===== src/rtl/scan_pkg.sv =====
package scan_pkg;
  typedef enum logic [1:0] {
    SC_IDLE  = 2'd0,
    SC_ARMED = 2'd1,
    SC_SCAN  = 2'd2
  } scan_state_e;
endpackage


===== src/rtl/edge_sync.sv =====
module edge_sync #(
  parameter int W = 3,
  parameter int STAGES = 2,
  parameter logic [W-1:0] RST_VAL = '0
) (
  input  logic         clk,
  input  logic         rst_n,
  input  logic [W-1:0] d,
  output logic [W-1:0] rise,
  output logic [W-1:0] fall
);
  logic [W-1:0] pipe [STAGES];
  logic [W-1:0] prev;

  generate
    for (genvar s = 0; s < STAGES; s++) begin : g_stage
      always_ff @(posedge clk or negedge rst_n) begin
        if (!rst_n) pipe[s] <= RST_VAL;
        else if (s == 0) pipe[s] <= d;
        else pipe[s] <= pipe[(s > 0) ? s - 1 : 0];
      end
    end
  endgenerate

  always_ff @(posedge clk or negedge rst_n) begin
    if (!rst_n) prev <= RST_VAL;
    else prev <= pipe[STAGES-1];
  end

  assign rise = pipe[STAGES-1] & ~prev;
  assign fall = ~pipe[STAGES-1] & prev;
endmodule


===== src/rtl/start_qual.sv =====
module start_qual (
  input  logic clk,
  input  logic rst_n,
  input  logic st_fall,
  input  logic st_rise,
  input  logic p1_rise,
  input  logic busy,
  output logic go,
  output logic proto_err,
  output logic overrun
);
  logic       win;
  logic [1:0] cnt;

  always_ff @(posedge clk or negedge rst_n) begin
    if (!rst_n) begin
      win       <= 1'b0;
      cnt       <= 2'd0;
      go        <= 1'b0;
      proto_err <= 1'b0;
      overrun   <= 1'b0;
    end else begin
      go <= 1'b0;
      if (st_fall) begin
        if (busy) overrun <= 1'b1;
        else begin
          win <= 1'b1;
          cnt <= p1_rise ? 2'd1 : 2'd0;
        end
      end else if (win && p1_rise && cnt != 2'd2) begin
        cnt <= cnt + 2'd1;
      end
      if (st_rise && win) begin
        win <= 1'b0;
        if (cnt == 2'd1 && !p1_rise) go <= 1'b1;
        else proto_err <= 1'b1;
      end
    end
  end
endmodule


===== src/rtl/scan_core.sv =====
module scan_core
  import scan_pkg::*;
#(
  parameter int N = 64,
  localparam int AW = $clog2(N)
) (
  input  logic          clk,
  input  logic          rst_n,
  input  logic          go,
  input  logic          p1_rise,
  input  logic          p1_fall,
  input  logic          p2_rise,
  output logic [AW-1:0] addr,
  output logic [N-1:0]  sel,
  output logic          vid,
  output logic          eos,
  output logic          busy
);
  localparam logic [AW-1:0] LAST = AW'(N - 1);
  localparam logic [AW-1:0] PENULT = AW'(N - 2);

  scan_state_e state;

  always_ff @(posedge clk or negedge rst_n) begin
    if (!rst_n) begin
      state <= SC_IDLE;
      addr  <= '0;
      vid   <= 1'b0;
      eos   <= 1'b0;
    end else begin
      vid <= p2_rise && (state == SC_SCAN);
      unique case (state)
        SC_IDLE:  if (go) state <= SC_ARMED;
        SC_ARMED: if (p1_rise) begin
          state <= SC_SCAN;
          addr  <= '0;
        end
        SC_SCAN: begin
          if (p1_rise) begin
            if (addr == LAST) begin
              state <= SC_IDLE;
              addr  <= '0;
              eos   <= 1'b0;
            end else begin
              addr <= addr + 1'b1;
            end
          end else if (p1_fall && addr == PENULT) begin
            eos <= 1'b1;
          end
        end
        default: state <= SC_IDLE;
      endcase
    end
  end

  assign busy = (state != SC_IDLE);

  generate
    for (genvar i = 0; i < N; i++) begin : g_sel
      assign sel[i] = (state == SC_SCAN) && (addr == AW'(i));
    end
  endgenerate
endmodule


===== src/rtl/two_phase_scanner.sv =====
module two_phase_scanner #(
  parameter int N = 64,
  parameter int SYNC_STAGES = 2,
  localparam int AW = $clog2(N)
) (
  input  logic          clk,
  input  logic          rst_n,
  input  logic          phi1,
  input  logic          phi2,
  input  logic          start_n,
  output logic [AW-1:0] elem_idx,
  output logic [N-1:0]  elem_sel,
  output logic          vid_stb,
  output logic          eos,
  output logic          busy,
  output logic          proto_err,
  output logic          overrun
);
  logic [2:0] rise, fall;
  logic       go;

  edge_sync #(.W(3), .STAGES(SYNC_STAGES), .RST_VAL(3'b100)) u_sync (
    .clk(clk), .rst_n(rst_n), .d({start_n, phi2, phi1}),
    .rise(rise), .fall(fall)
  );

  start_qual u_qual (
    .clk(clk), .rst_n(rst_n), .st_fall(fall[2]), .st_rise(rise[2]),
    .p1_rise(rise[0]), .busy(busy), .go(go),
    .proto_err(proto_err), .overrun(overrun)
  );

  scan_core #(.N(N)) u_core (
    .clk(clk), .rst_n(rst_n), .go(go), .p1_rise(rise[0]),
    .p1_fall(fall[0]), .p2_rise(rise[1]),
    .addr(elem_idx), .sel(elem_sel), .vid(vid_stb), .eos(eos), .busy(busy)
  );
endmodule


===== config.mk =====
export PLATFORM = sky130hd
export DESIGN_NAME = two_phase_scanner
export DESIGN_NICKNAME = d
export VERILOG_FILES = /design/src/rtl/scan_pkg.sv /design/src/rtl/edge_sync.sv /design/src/rtl/start_qual.sv /design/src/rtl/scan_core.sv /design/src/rtl/two_phase_scanner.sv
export SDC_FILE = /design/constraint.sdc
export NUM_CORES = 1
export LEC_CHECK = 0
export ABC_AREA = 0
export CAP_MARGIN = 0
export CORE_ASPECT_RATIO = 1.1
export CORE_MARGIN = 4
export CORE_UTILIZATION = 41
export CTS_CLUSTER_DIAMETER = 50
export CTS_CLUSTER_SIZE = 25
export DETAILED_ROUTE_END_ITERATION = 10
export GPL_TIMING_DRIVEN = 0
export PLACE_DENSITY = 0.81
export SKIP_CTS_REPAIR_TIMING = 1
export SYNTH_ARGS = -nofsm -noshare
export SYNTH_HDL_FRONTEND = slang
export SYNTH_SLANG_ARGS = --single-unit

===== constraint.sdc =====
create_clock -name clk -period 2.4 [get_ports clk]
set_input_delay 0.48 -clock clk [delete_from_list [all_inputs] [get_ports clk]]
set_output_delay 0.48 -clock clk [all_outputs]
set_load 0.01 [all_outputs]

==> After elaboration in Yosys (flattened, before gate mapping) <==
Cells that the tools add are included.
{ "totals": {"register_bits": 25, "input_bits": 5, "out_inout_bits": 75, "wordCells": 199} }
{ "op_classes": {"add_sub_neg": 2, "n_eq_ne": 74, "muxes": 21, "n_bitwise": 5, "reduce_logical": 85} }
{ "ops": {"columns": ["operator", "n"], "rows": [
  ["== test 6 bit (second input constant)", 32],
  ["== test 6 x 5 -> 1 bit (second input constant)", 16],
  ["logical AND 1 bit", 70],
  ["== test 6 x 4 -> 1 bit (second input constant)", 8],
  ["== test 6 x 3 -> 1 bit (second input constant)", 4],
  ["2-to-1 mux 6 bit", 3],
  ["2-to-1 mux 2 bit", 7],
  ["== test 6 x 2 -> 1 bit (second input constant)", 2],
  ["!= test 2 bit (second input constant)", 6],
  ["case mux 6 bit (2 select lines)", 1],
  ["nonzero test 2 bit", 5],
  ["2-to-1 mux 1 bit", 9],
  ["AND reduction 2 bit", 4],
  ["adder 6 x 1 -> 6 bit (second input constant)", 1],
  ["bitwise AND 3 bit", 2],
  ["== test 6 x 1 -> 1 bit (second input constant)", 1],
  ["zero test 6 bit", 1],
  ["NOT 3 bit", 2],
  ["case mux 2 bit (3 select lines)", 1],
  ["AND reduction 3 bit", 2],
  ["== test 2 x 1 -> 1 bit (second input constant)", 2],
  ["!= test 2 x 1 -> 1 bit (second input constant)", 2],
  ["AND reduction 4 bit", 1],
  ["adder 2 x 1 -> 2 bit (second input constant)", 1],
  ["other kinds (4)", 4]
]} }

==> Depth between registers and ports, before layout <==
Gate-level depths: netlist of the first run.
{ "depth": {"ltp_word": 6, "mapped_depth": 6, "mapped_depth_nobuf": 5} }

==> Cells and area by module <==
Synthesis of the first run repeated with hierarchy kept, for this count alone.
{ "unflattened": {"hier_cells": 209, "area_unflattened_um2": 1727.9} }
{ "by_module_without_submodules": {"columns": ["module", "n_inst", "cells_per_inst", "area_each_um2", "seq_area_each_um2"], "rows": [
  ["scan_core", 1, 168, 1142.3, 250.2],
  ["start_qual", 1, 26, 304.0, 150.1],
  ["edge_sync", 1, 15, 281.5, 229.0]
]} }

==> Worst setup path before layout of the first run <==
Ideal clock, no wire load.
{ "synth_path": {"kind": "flip-flop to output port", "from": "register u_core.state[0]", "to": "output elem_sel[32]", "arrival_ns": 1.389, "required_ns": 1.920, "path_slack_ns": 0.531, "path_stages_with_launch": 7, "path_buffers": 3, "cell_sequence": "dfrtp_1 -> buf_6 -> nand2b_4 -> or3b_1 -> buf_6 -> buf_12 -> nor2_2"} }
{ "synth_via": {"elab_chain_cells": 2} }
{ "synth_lines": {"columns": ["element", "line_no", "source"], "rows": [
  ["start: declaration", "scan_core.sv:22", "scan_state_e state;"],
  ["start signal: assignment", "scan_core.sv:26", "state <= SC_IDLE;"],
  ["start signal: assignment", "scan_core.sv:33", "SC_IDLE: if (go) state <= SC_ARMED;"],
  ["start signal: assignment", "scan_core.sv:35", "state <= SC_SCAN;"],
  ["== test 2 bit", "scan_core.sv:60", "assign sel[i] = (state == SC_SCAN) && (addr == AW'(i));"],
  ["logical AND 1 bit", "scan_core.sv:60", null],
  ["end: declaration", "two_phase_scanner.sv:12", "output logic [N-1:0] elem_sel,"]
]} }
No other way between the ends.

==> Worst setup path after layout of the first run <==
{ "layout_path": {"from": "register u_core.addr[0]", "to": "output elem_sel[50]"} }
{ "layout_via": {"elab_chain_cells": 2} }
{ "layout_lines": {"columns": ["element", "line_no", "source"], "rows": [
  ["start: declaration", "scan_core.sv:13", "output logic [AW-1:0] addr,"],
  ["start signal: assignment", "scan_core.sv:45", "addr <= addr + 1'b1;"],
  ["== test 6 bit", "scan_core.sv:60", null],
  ["logical AND 1 bit", "scan_core.sv:60", null]
]} }
No other way between the ends.

==> results of run 1 <==
-- path summary, 6_finish.rpt --
path / from / end / slack [ns]
worst max-delay path: u_core.addr[0]$_DFFE_PN0P_ / elem_sel[50] / 0.05
worst min-delay path: u_sync.pipe[4]$_DFF_PN0_ / u_sync.pipe[1]$_DFF_PN0_ / 0.35
worst max register to register: u_core.addr[1]$_DFFE_PN0P_ / u_core.addr[4]$_DFFE_PN0P_ / 0.69
worst min register to register: u_sync.pipe[4]$_DFF_PN0_ / u_sync.pipe[1]$_DFF_PN0_ / 0.35
max in group asynchronous: rst_n / u_core.state[1]$_DFFE_PN0P_ / 0.87
min in group asynchronous: rst_n / u_qual.overrun$_DFFE_PN0P_ / 0.80
-- flip-flops by register name, summed over array words and instances, names as in the netlist --
signal and count:
u_qual.proto_err 1, u_sync.pipe 6, u_qual.go 1, u_qual.cnt 2, u_qual.overrun 1, u_sync.prev 3
u_qual.win 1, u_core.addr 6, u_core.vid 1, u_core.eos 1, u_core.state 2
-- Yosys cell counts, types with 3 or more instances --
| cell type | count | area [um2] |
|---|---|---|
| ha_1 | 6 | 75.1 |
| buf_2 | 3 | 15.0 |
| nand2_1 | 18 | 67.6 |
| nor2_1 | 59 | 221 |
| nor2_2 | 8 | 50.1 |
| nand3b_1 | 3 | 22.5 |
| inv_1 | 7 | 26.3 |
| clkbuf_1 | 4 | 15.0 |
| buf_6 | 4 | 45.0 |
| dfstp_2 | 3 | 78.8 |
| or4_1 | 3 | 22.5 |
| nor2b_1 | 6 | 37.5 |
| o31ai_1 | 3 | 22.5 |
| nand3_1 | 7 | 35.0 |
| o21ai_0 | 5 | 25.0 |
| o211ai_1 | 3 | 22.5 |
| nand2b_1 | 4 | 25.0 |
| dfrtp_1 | 22 | 551 |
| a21oi_1 | 3 | 15.0 |
-- worst max-delay path, stage by stage, from the launching register on --
cell	delay, ns
dfrtp_2	0.45
buf_4	0.16
inv_2	0.08
ha_4	0.16
nand2_2	0.09
nor2_1	0.12
clkdlybuf4s50_1	0.54
-- routing by layer --
layer	vias to the layer above	routed length [um]	share of wire	GRT usage
met1	866	2120	0.39	0.232
met5	-	0	0	0
li1	878	-	-	-
met2	94	2620	0.48	0.326
met3	2	653	0.12	0.0373
met4	0	14	0.0026	0.0563
-- kinds of logic (layout without fill, tap and decap cells) --
group	count (synthesis)	count (layout)	share of synthesized area
fa+ha+maj	6	6	0.0450
buf+inv	21	116	0.0787
flops	25	25	0.377
simple gates	125	125	0.374
mux	2	2	0.0135
compound gates	27	27	0.112
-- layout by cell type, fill, tap and decap left out, drive strengths merged, types with 7 or more instances in the layout --
master / Yosys / routed
inv: 7 / 7
nand2: 18 / 18
clkbuf: 6 / 14
clkdlybuf4s50: 0 / 19
nand3: 8 / 8
dlymetal6s2s: 0 / 52
dfrtp: 22 / 22
nor2: 69 / 69
buf: 8 / 23
-- final cells by class --
| type | count | area (um2) |
|---|---|---|
| fillers | 283 | 1030 |
| multi-input cells | 160 | 1010 |
| repair buffers | 93 | 998 |
| flip-flops and latches | 25 | 636 |
| plain buffers | 12 | 121 |
| well taps | 52 | 65.1 |
| clock buffers | 3 | 41.3 |
| inverters | 7 | 26.3 |
| clock inverters | 1 | 5.00 |
-- where the power goes --
part,switching (mW),internal [mW],total (mW)
clock network,0.127,0.116,0.243
registers,0.0799,0.505,0.585
logic,0.580,0.490,1.07
total,0.787,1.11,1.90
==> results.json, run 1 <==
{
  "num_rows": 24,
  "fin_crit_ns": 2.35,
  "maxSlewHeadroom": 0.272,
  "syn_area_mm2": 0.00167,
  "clock_path_buffers": 2,
  "clk-insertion-delay-late_ns": 0.26,
  "status": "complete, no violations",
  "ant_nets": 0,
  "post-route-period-util": 0.981,
  "ir_drop_v": 0.000546,
  "yosysWarningCount": 0,
  "endpoint_kind": "output port",
  "path_clk_slew_ns": 0.09,
  "fp.dieH_um": 74.9,
  "leakage_nw": 2.01,
  "place_inst": 337,
  "gp_congestion": 0.855,
  "hold_path.class": "reg2reg",
  "layout.nets": 313,
  "cp-start-kind": "register",
  "dp_slack_ns": -0.0948,
  "power_mw": 1.90,
  "grt.total_usage": 0.187,
  "clock_sinks": 25,
  "firstDrtPassIters": 4,
  "ys_types": 45,
  "cts_tree": "built",
  "synthCells": 206,
  "cts-buffers-inserted": 3,
  "drcViolationCount": 0,
  "final_area_mm2": 0.00291,
  "yosys_register_bits": 25,
  "syn_area_per_cell_um2": 8.10,
  "path_max_fanout": 4,
  "antenna_found_initial": 0,
  "overflow": 0,
  "drv_cap": 0,
  "core_mm2": 0.00393,
  "dieWidth_um": 68.8,
  "drive_gt1_frac": 0.262,
  "root_buffer": "clkbuf_8",
  "grt_max_degree": 26,
  "synthFlopType": "dfrtp_1",
  "cp_data_required_time_ns": 1.92,
  "tightest_slew_ns": 1.09,
  "grt_pass1_vias": 1550,
  "vias": 1840,
  "finalNonFillerCells": 353,
  "portBuffers": 79,
  "dp_hpwl_um": 3660,
  "synthesis.nets": 217,
  "synthArstFlopShare": 1.00,
  "finalMaxSlewViolations": 0,
  "clock.fmax_ghz": 0.425,
  "p_per_area_mw_per_mm2": 652,
  "synth_edf_count": 0,
  "grt_first_pass_wirelength_um": 7490,
  "synthToLayoutAreaGrowth_pct": 74.2,
  "routed_wl_um": 5410,
  "wl_per_cell_um": 15.3,
  "worstRegToRegCells": 5,
  "holdWs_ns": 0.353,
  "h-tree-depth": 1,
  "start_util": 0.424,
  "path_class": "reg2out",
  "worst_slack_ns": 0.0458,
  "avgViaCountPerCell": 5.21,
  "ys_seq_area_frac": 0.377,
  "hold_viol": 0,
  "placed_area_mm2": 0.00252,
  "utilization": 0.739,
  "die_area_mm2": 0.00516,
  "drt_iter0_drc": 118,
  "rsz0062_at_grt": "yes",
  "num_antenna_cells": 0,
  "ios": 80,
  "clock_skew_ns": 0.00675,
  "arrival_ns": 1.87,
  "setup_viol": 0,
  "setup-tns-final_ns": 0,
  "min_path_cells": 0
}
No activity file was read; power rests on OpenSTA's default activity.
==> inputs of run 2 (changes only) <==
CORE_MARGIN = unset   (was 4)
==> run 2 against run 1 <==
  * Sequential share of layout area stayed put
  * Register-to-register slack better by 0.03 ns
  * Global-route usage is 3.3 points higher
  * Cell area stayed put
  * Total power is 1.9% higher
  * Final cell count is 1.4% lower
  * Critical path type unchanged
==> results.json, run 2 (synthesized netlist as in run 1, its figures left out) <==
{
  "layout.nets": 310,
  "utilization": 0.771,
  "gp_congestion": 0.883,
  "clock_skew_ns": 0.00186,
  "fin_crit_ns": 2.38,
  "num_antenna_cells": 0,
  "wl_per_cell_um": 15.0,
  "hold_path.class": "reg2reg",
  "clock_sinks": 25,
  "whs_endpoint": "u_sync.pipe[2]$_DFF_PN1_",
  "dp_hpwl_um": 3480,
  "firstDrtPassIters": 4,
  "use_met3": 0.0444,
  "final_common_cell": "nor2_1",
  "drive_gt1_frac": 0.228,
  "use_met2": 0.423,
  "grt.total_usage": 0.220,
  "cts-buffers-inserted": 3,
  "drcViolationCount": 0,
  "r2r-end": "u_core.addr[4]$_DFFE_PN0P_",
  "antenna_found_initial": 0,
  "start_util": 0.443,
  "status": "complete, no violations",
  "portBuffers": 79,
  "endpoint_kind": "output port",
  "fp.dieH_um": 68.9,
  "worstReg2RegStart": "u_core.addr[0]$_DFFE_PN0P_",
  "num_rows": 23,
  "tightest_slew_ns": 1.12,
  "p_per_area_mw_per_mm2": 665,
  "path_class": "reg2out",
  "overflow": 0,
  "worstRegToRegCells": 5,
  "nFillCells": 250,
  "setup-tns-final_ns": 0,
  "grt_use_met1": 0.252,
  "vias": 1812,
  "min_path_cells": 0,
  "die_area_mm2": 0.00433,
  "h-tree-depth": 1,
  "avgViaCountPerCell": 5.21,
  "top_regs": "u_core.addr: 6 flops, u_sync.pipe: 6 flops, u_sync.prev: 3 flops",
  "path_clk_slew_ns": 0.08,
  "cp-start-kind": "register",
  "finalMaxSlewViolations": 0,
  "grt-busiest-layer": "met2",
  "core_mm2": 0.00377,
  "maxSlewHeadroom": 0.254,
  "clock_path_buffers": 2,
  "arrival_ns": 1.90,
  "cp_data_required_time_ns": 1.92,
  "grt_max_degree": 26,
  "path_max_fanout": 7,
  "r2r_slack_ns": 0.72,
  "holdWs_ns": 0.358,
  "layout_common_cells": "nor2_1, dlymetal6s2s_1, clkdlybuf4s50_1",
  "routed_wl_um": 5220,
  "dieWidth_um": 62.8,
  "final_area_mm2": 0.00291,
  "grt_first_pass_wirelength_um": 7490,
  "hold_viol": 0,
  "min_from": "u_sync.pipe[5]$_DFF_PN1_",
  "drv_cap": 0,
  "finalNonFillerCells": 348,
  "synthToLayoutAreaGrowth_pct": 74.2,
  "grt_pass1_vias": 1543,
  "clock.fmax_ghz": 0.420,
  "root_buffer": "clkbuf_8",
  "clk-insertion-delay-late_ns": 0.26,
  "setup_viol": 0,
  "post-route-period-util": 0.991,
  "place_inst": 335,
  "leakage_nw": 1.95,
  "placed_area_mm2": 0.00252,
  "drt_iter0_drc": 45,
  "cts_tree": "built",
  "ir_drop_v": 0.000621,
  "ios": 80,
  "ant_nets": 0
}
[run 2: cell count changes in the layout (fill, tap and decap cells not counted), sizes merged]
cell / change
clkdlybuf4s50: +7
clkbuf: -4
buf: -3
dlymetal6s2s: -2
clkinv: -1
[run 2: final cells by class]
class                           instances  area (um2)  share of cell area
Multi-Input combinational cell        160        1020               0.352
Sequential cell                        25         636               0.219
Buffer                                 12         118              0.0404
Clock buffer                            4        45.0              0.0155
Inverter                                7        26.3             0.00904
Timing Repair Buffer                   90         996               0.343
Tap cell                               50        62.6              0.0215
[run 2: power breakdown]
part	internal (mW)	switching, mW
sequential	0.504	0.0756
clock	0.119	0.124
combinational	0.501	0.610
total	1.12	0.809
[run 2: metal layers]
metal	routed length, um	vias to the layer above	part of all wire
met5	0	-	0
met4	67	0	0.013
met3	323	7	0.062
met2	2740	93	0.53
met1	2080	842	0.40
li1	-	870	-
[run 2: how the worst max path moves through the flow]
stage                                start            to  slack, ns  cells after the start
2_1_floorplan  u_core.state[0]$_DFFE_PN0P_  elem_sel[32]       0.53                      6
3_3_place_gp   u_core.state[0]$_DFFE_PN0P_   elem_sel[0]      -0.05                      7
3_5_place_dp   u_core.state[0]$_DFFE_PN0P_   elem_sel[3]      -0.08                      7
4_1_cts        u_core.state[0]$_DFFE_PN0P_   elem_sel[3]      -0.38                      7
5_1_grt         u_core.addr[0]$_DFFE_PN0P_  elem_sel[61]      -0.09                      5
6_report        u_core.addr[0]$_DFFE_PN0P_  elem_sel[61]       0.02                      5
[run 2: per-stage QoR]
step	total power [mW]	setup WS, ns
final	1.93	0.0210
after CTS	1.66	-0.380
after floorplan	1.11	0.531
after global routing	2.05	-0.0855
after detailed placement	1.41	-0.0764
after global placement	1.39	-0.0539
[run 2: critical path: stages (launching register included)]
cell,delay (ns)
dfrtp_2,0.44
buf_4,0.15
ha_4,0.16
nand3_1,0.16
nor2_1,0.16
clkdlybuf4s50_1,0.57
==> inputs of run 3 (changes only) <==
CELL_PAD_IN_SITES_DETAIL_PLACEMENT = 1   (was unset)
CELL_PAD_IN_SITES_GLOBAL_PLACEMENT = 1   (was unset)
CORE_UTILIZATION = 28   (was 41)
PLACE_DENSITY = unset   (was 0.81)
PLACE_DENSITY_LB_ADDON = 0.1   (was unset)
==> run 3 against run 2 <==
  * Maximum frequency grew 0.27%
  * Largest power group unchanged
  * Critical path depth did not move
  * Combinational power hardly changed
  * Utilization decreased by 27 points
  * The run now ends with design-rule violations left
  * Clock power rose by 12%
  * Worst setup slack better by 0.0065 ns
  * Clock skew is 0.0095 ns higher
  * Final cell count rose by 8.6%
  * Count of clock-buffer cells in the layout fell by 1
  * Largest cell class unchanged
  * Sequential cell count is the same
==> results.json, run 3 (synthesized netlist as in run 1, its figures left out) <==
{
  "status": "finished with violations",
  "violations": "design-rule violations",
  "portBuffers": 79,
  "layout.nets": 313,
  "power_mw": 1.96,
  "path_buf_inv": 2,
  "fp.dieH_um": 83.0,
  "clock_path_buffers": 2,
  "rsz0062_at_grt": "yes",
  "dieWidth_um": 75.6,
  "slowest_delay_ns": 0.56,
  "cts-buffers-inserted": 3,
  "hold_viol": 0,
  "wl_per_cell_um": 15.6,
  "tightest_slew_ns": 1.13,
  "maxSlewHeadroom": 0.245,
  "drv_cap": 0,
  "path_clk_slew_ns": 0.10,
  "core_mm2": 0.00577,
  "drt_iter0_drc": 42,
  "endpoint_kind": "output port",
  "ios": 80,
  "top_regs": "u_core.addr: 6 flops, u_sync.pipe: 6 flops, u_sync.prev: 3 flops",
  "dp_hpwl_um": 4210,
  "grt.total_usage": 0.172,
  "grt_max_degree": 26,
  "worstReg2RegStart": "u_core.addr[0]$_DFFE_PN0P_",
  "critPathTopFamily": "buffers and inverters",
  "vias": 1819,
  "h-tree-depth": 1,
  "ant_nets": 0,
  "grt_pass1_vias": 1679,
  "layout_common_cells": "nor2_1, dlymetal6s2s_1, clkdlybuf4s50_1",
  "setup-tns-final_ns": 0,
  "crit_chain": "buf_6, nor2b_4, nand2_1, nor2_1, clkdlybuf4s50_1",
  "avgViaCountPerCell": 4.81,
  "die_area_mm2": 0.00627,
  "drcViolationCount": 2,
  "placed_area_mm2": 0.00256,
  "overflow": 0,
  "hold_path.class": "reg2reg",
  "clock_skew_ns": 0.0114,
  "start_util": 0.289,
  "firstDrtPassIters": 7,
  "drive_gt1_frac": 0.266,
  "crit_start": "u_core.addr[2]$_DFFE_PN0P_",
  "final_area_mm2": 0.00290,
  "path_class": "reg2out",
  "dp_slack_ns": -0.156,
  "ir_drop_v": 0.000457,
  "leakage_nw": 1.92,
  "utilization": 0.503,
  "p_per_area_mw_per_mm2": 674,
  "antenna_found_initial": 0,
  "fin_crit_ns": 2.37,
  "min_from": "u_sync.pipe[3]$_DFF_PN0_",
  "num_rows": 29,
  "num_antenna_cells": 0,
  "path_max_fanout": 10,
  "root_buffer": "clkbuf_8",
  "setup_viol": 0,
  "grt_first_pass_wirelength_um": 8470,
  "gp_congestion": 0.782,
  "worst_slack_ns": 0.0275,
  "finalMaxSlewViolations": 0,
  "cts_tree": "built",
  "final_common_cell": "nor2_1",
  "clk-insertion-delay-late_ns": 0.28,
  "critPathSlowestCell": "clkdlybuf4s50_1",
  "clock.fmax_ghz": 0.421,
  "post-route-period-util": 0.989,
  "synthToLayoutAreaGrowth_pct": 73.8,
  "routed_wl_um": 5890,
  "cp_data_required_time_ns": 1.92,
  "arrival_ns": 1.89,
  "cp-start-kind": "register",
  "clock_sinks": 25
}
==> run 3: changes by cell type in the layout (fill, tap and decap cells not counted), moves of 2 or more <==
cell and change:
clkdlybuf4s50_1 -5, buf_4 +2, clkbuf_2 +5, dlymetal6s2s_1 -2
buf_6 +2, ha_2 +3, buf_2 +2, ha_4 -3
==> run 3: final cells by class <==
class,count,area (um2)
timing repair buffer,93,966
tap,77,96.3
inverter,7,26.3
multi-input combinational,160,1000
clock inverter,1,8.76
clock buffer,3,41.3
sequential,25,636
buffer,12,125
fill,667,2870
==> run 3: final timing paths <==
| kind | slack [ns] | endpoint | cells past startpoint |
|---|---|---|---|
| hold / removal | 0.36 | u_sync.pipe[0]$_DFF_PN0_ | 0 |
| setup / recovery | 0.03 | elem_sel[55] | 5 |
| min in group asynchronous | 0.80 | u_qual.cnt[1]$_DFFE_PN0P_ | 1 |
| max in group asynchronous | 0.84 | u_core.addr[2]$_DFFE_PN0P_ | 1 |
| setup reg to reg | 0.71 | u_core.addr[4]$_DFFE_PN0P_ | 4 |
| hold reg to reg | 0.36 | u_sync.pipe[0]$_DFF_PN0_ | 0 |
==> run 3: power by group <==
part,switching (mW),leakage (nW),total [mW],internal (mW)
Combinational,0.588,1.60,1.10,0.511
Sequential,0.0821,0.297,0.587,0.505
Clock,0.148,0.0261,0.270,0.122
==> run 3: routing by layer <==
metal	wire length, um	global-route usage
met5	0	0
met4	54	0.0404
met3	371	0.0206
met2	2980	0.304
met1	2490	0.218
==> run 3: per-stage QoR <==
stage	std cells	hold slack (ns)
6_report	378	0.359
5_1_grt	378	0.372
4_1_cts	366	0.361
3_5_place_dp	362	0.337
3_3_place_gp	362	0.337
2_1_floorplan	206	0.184
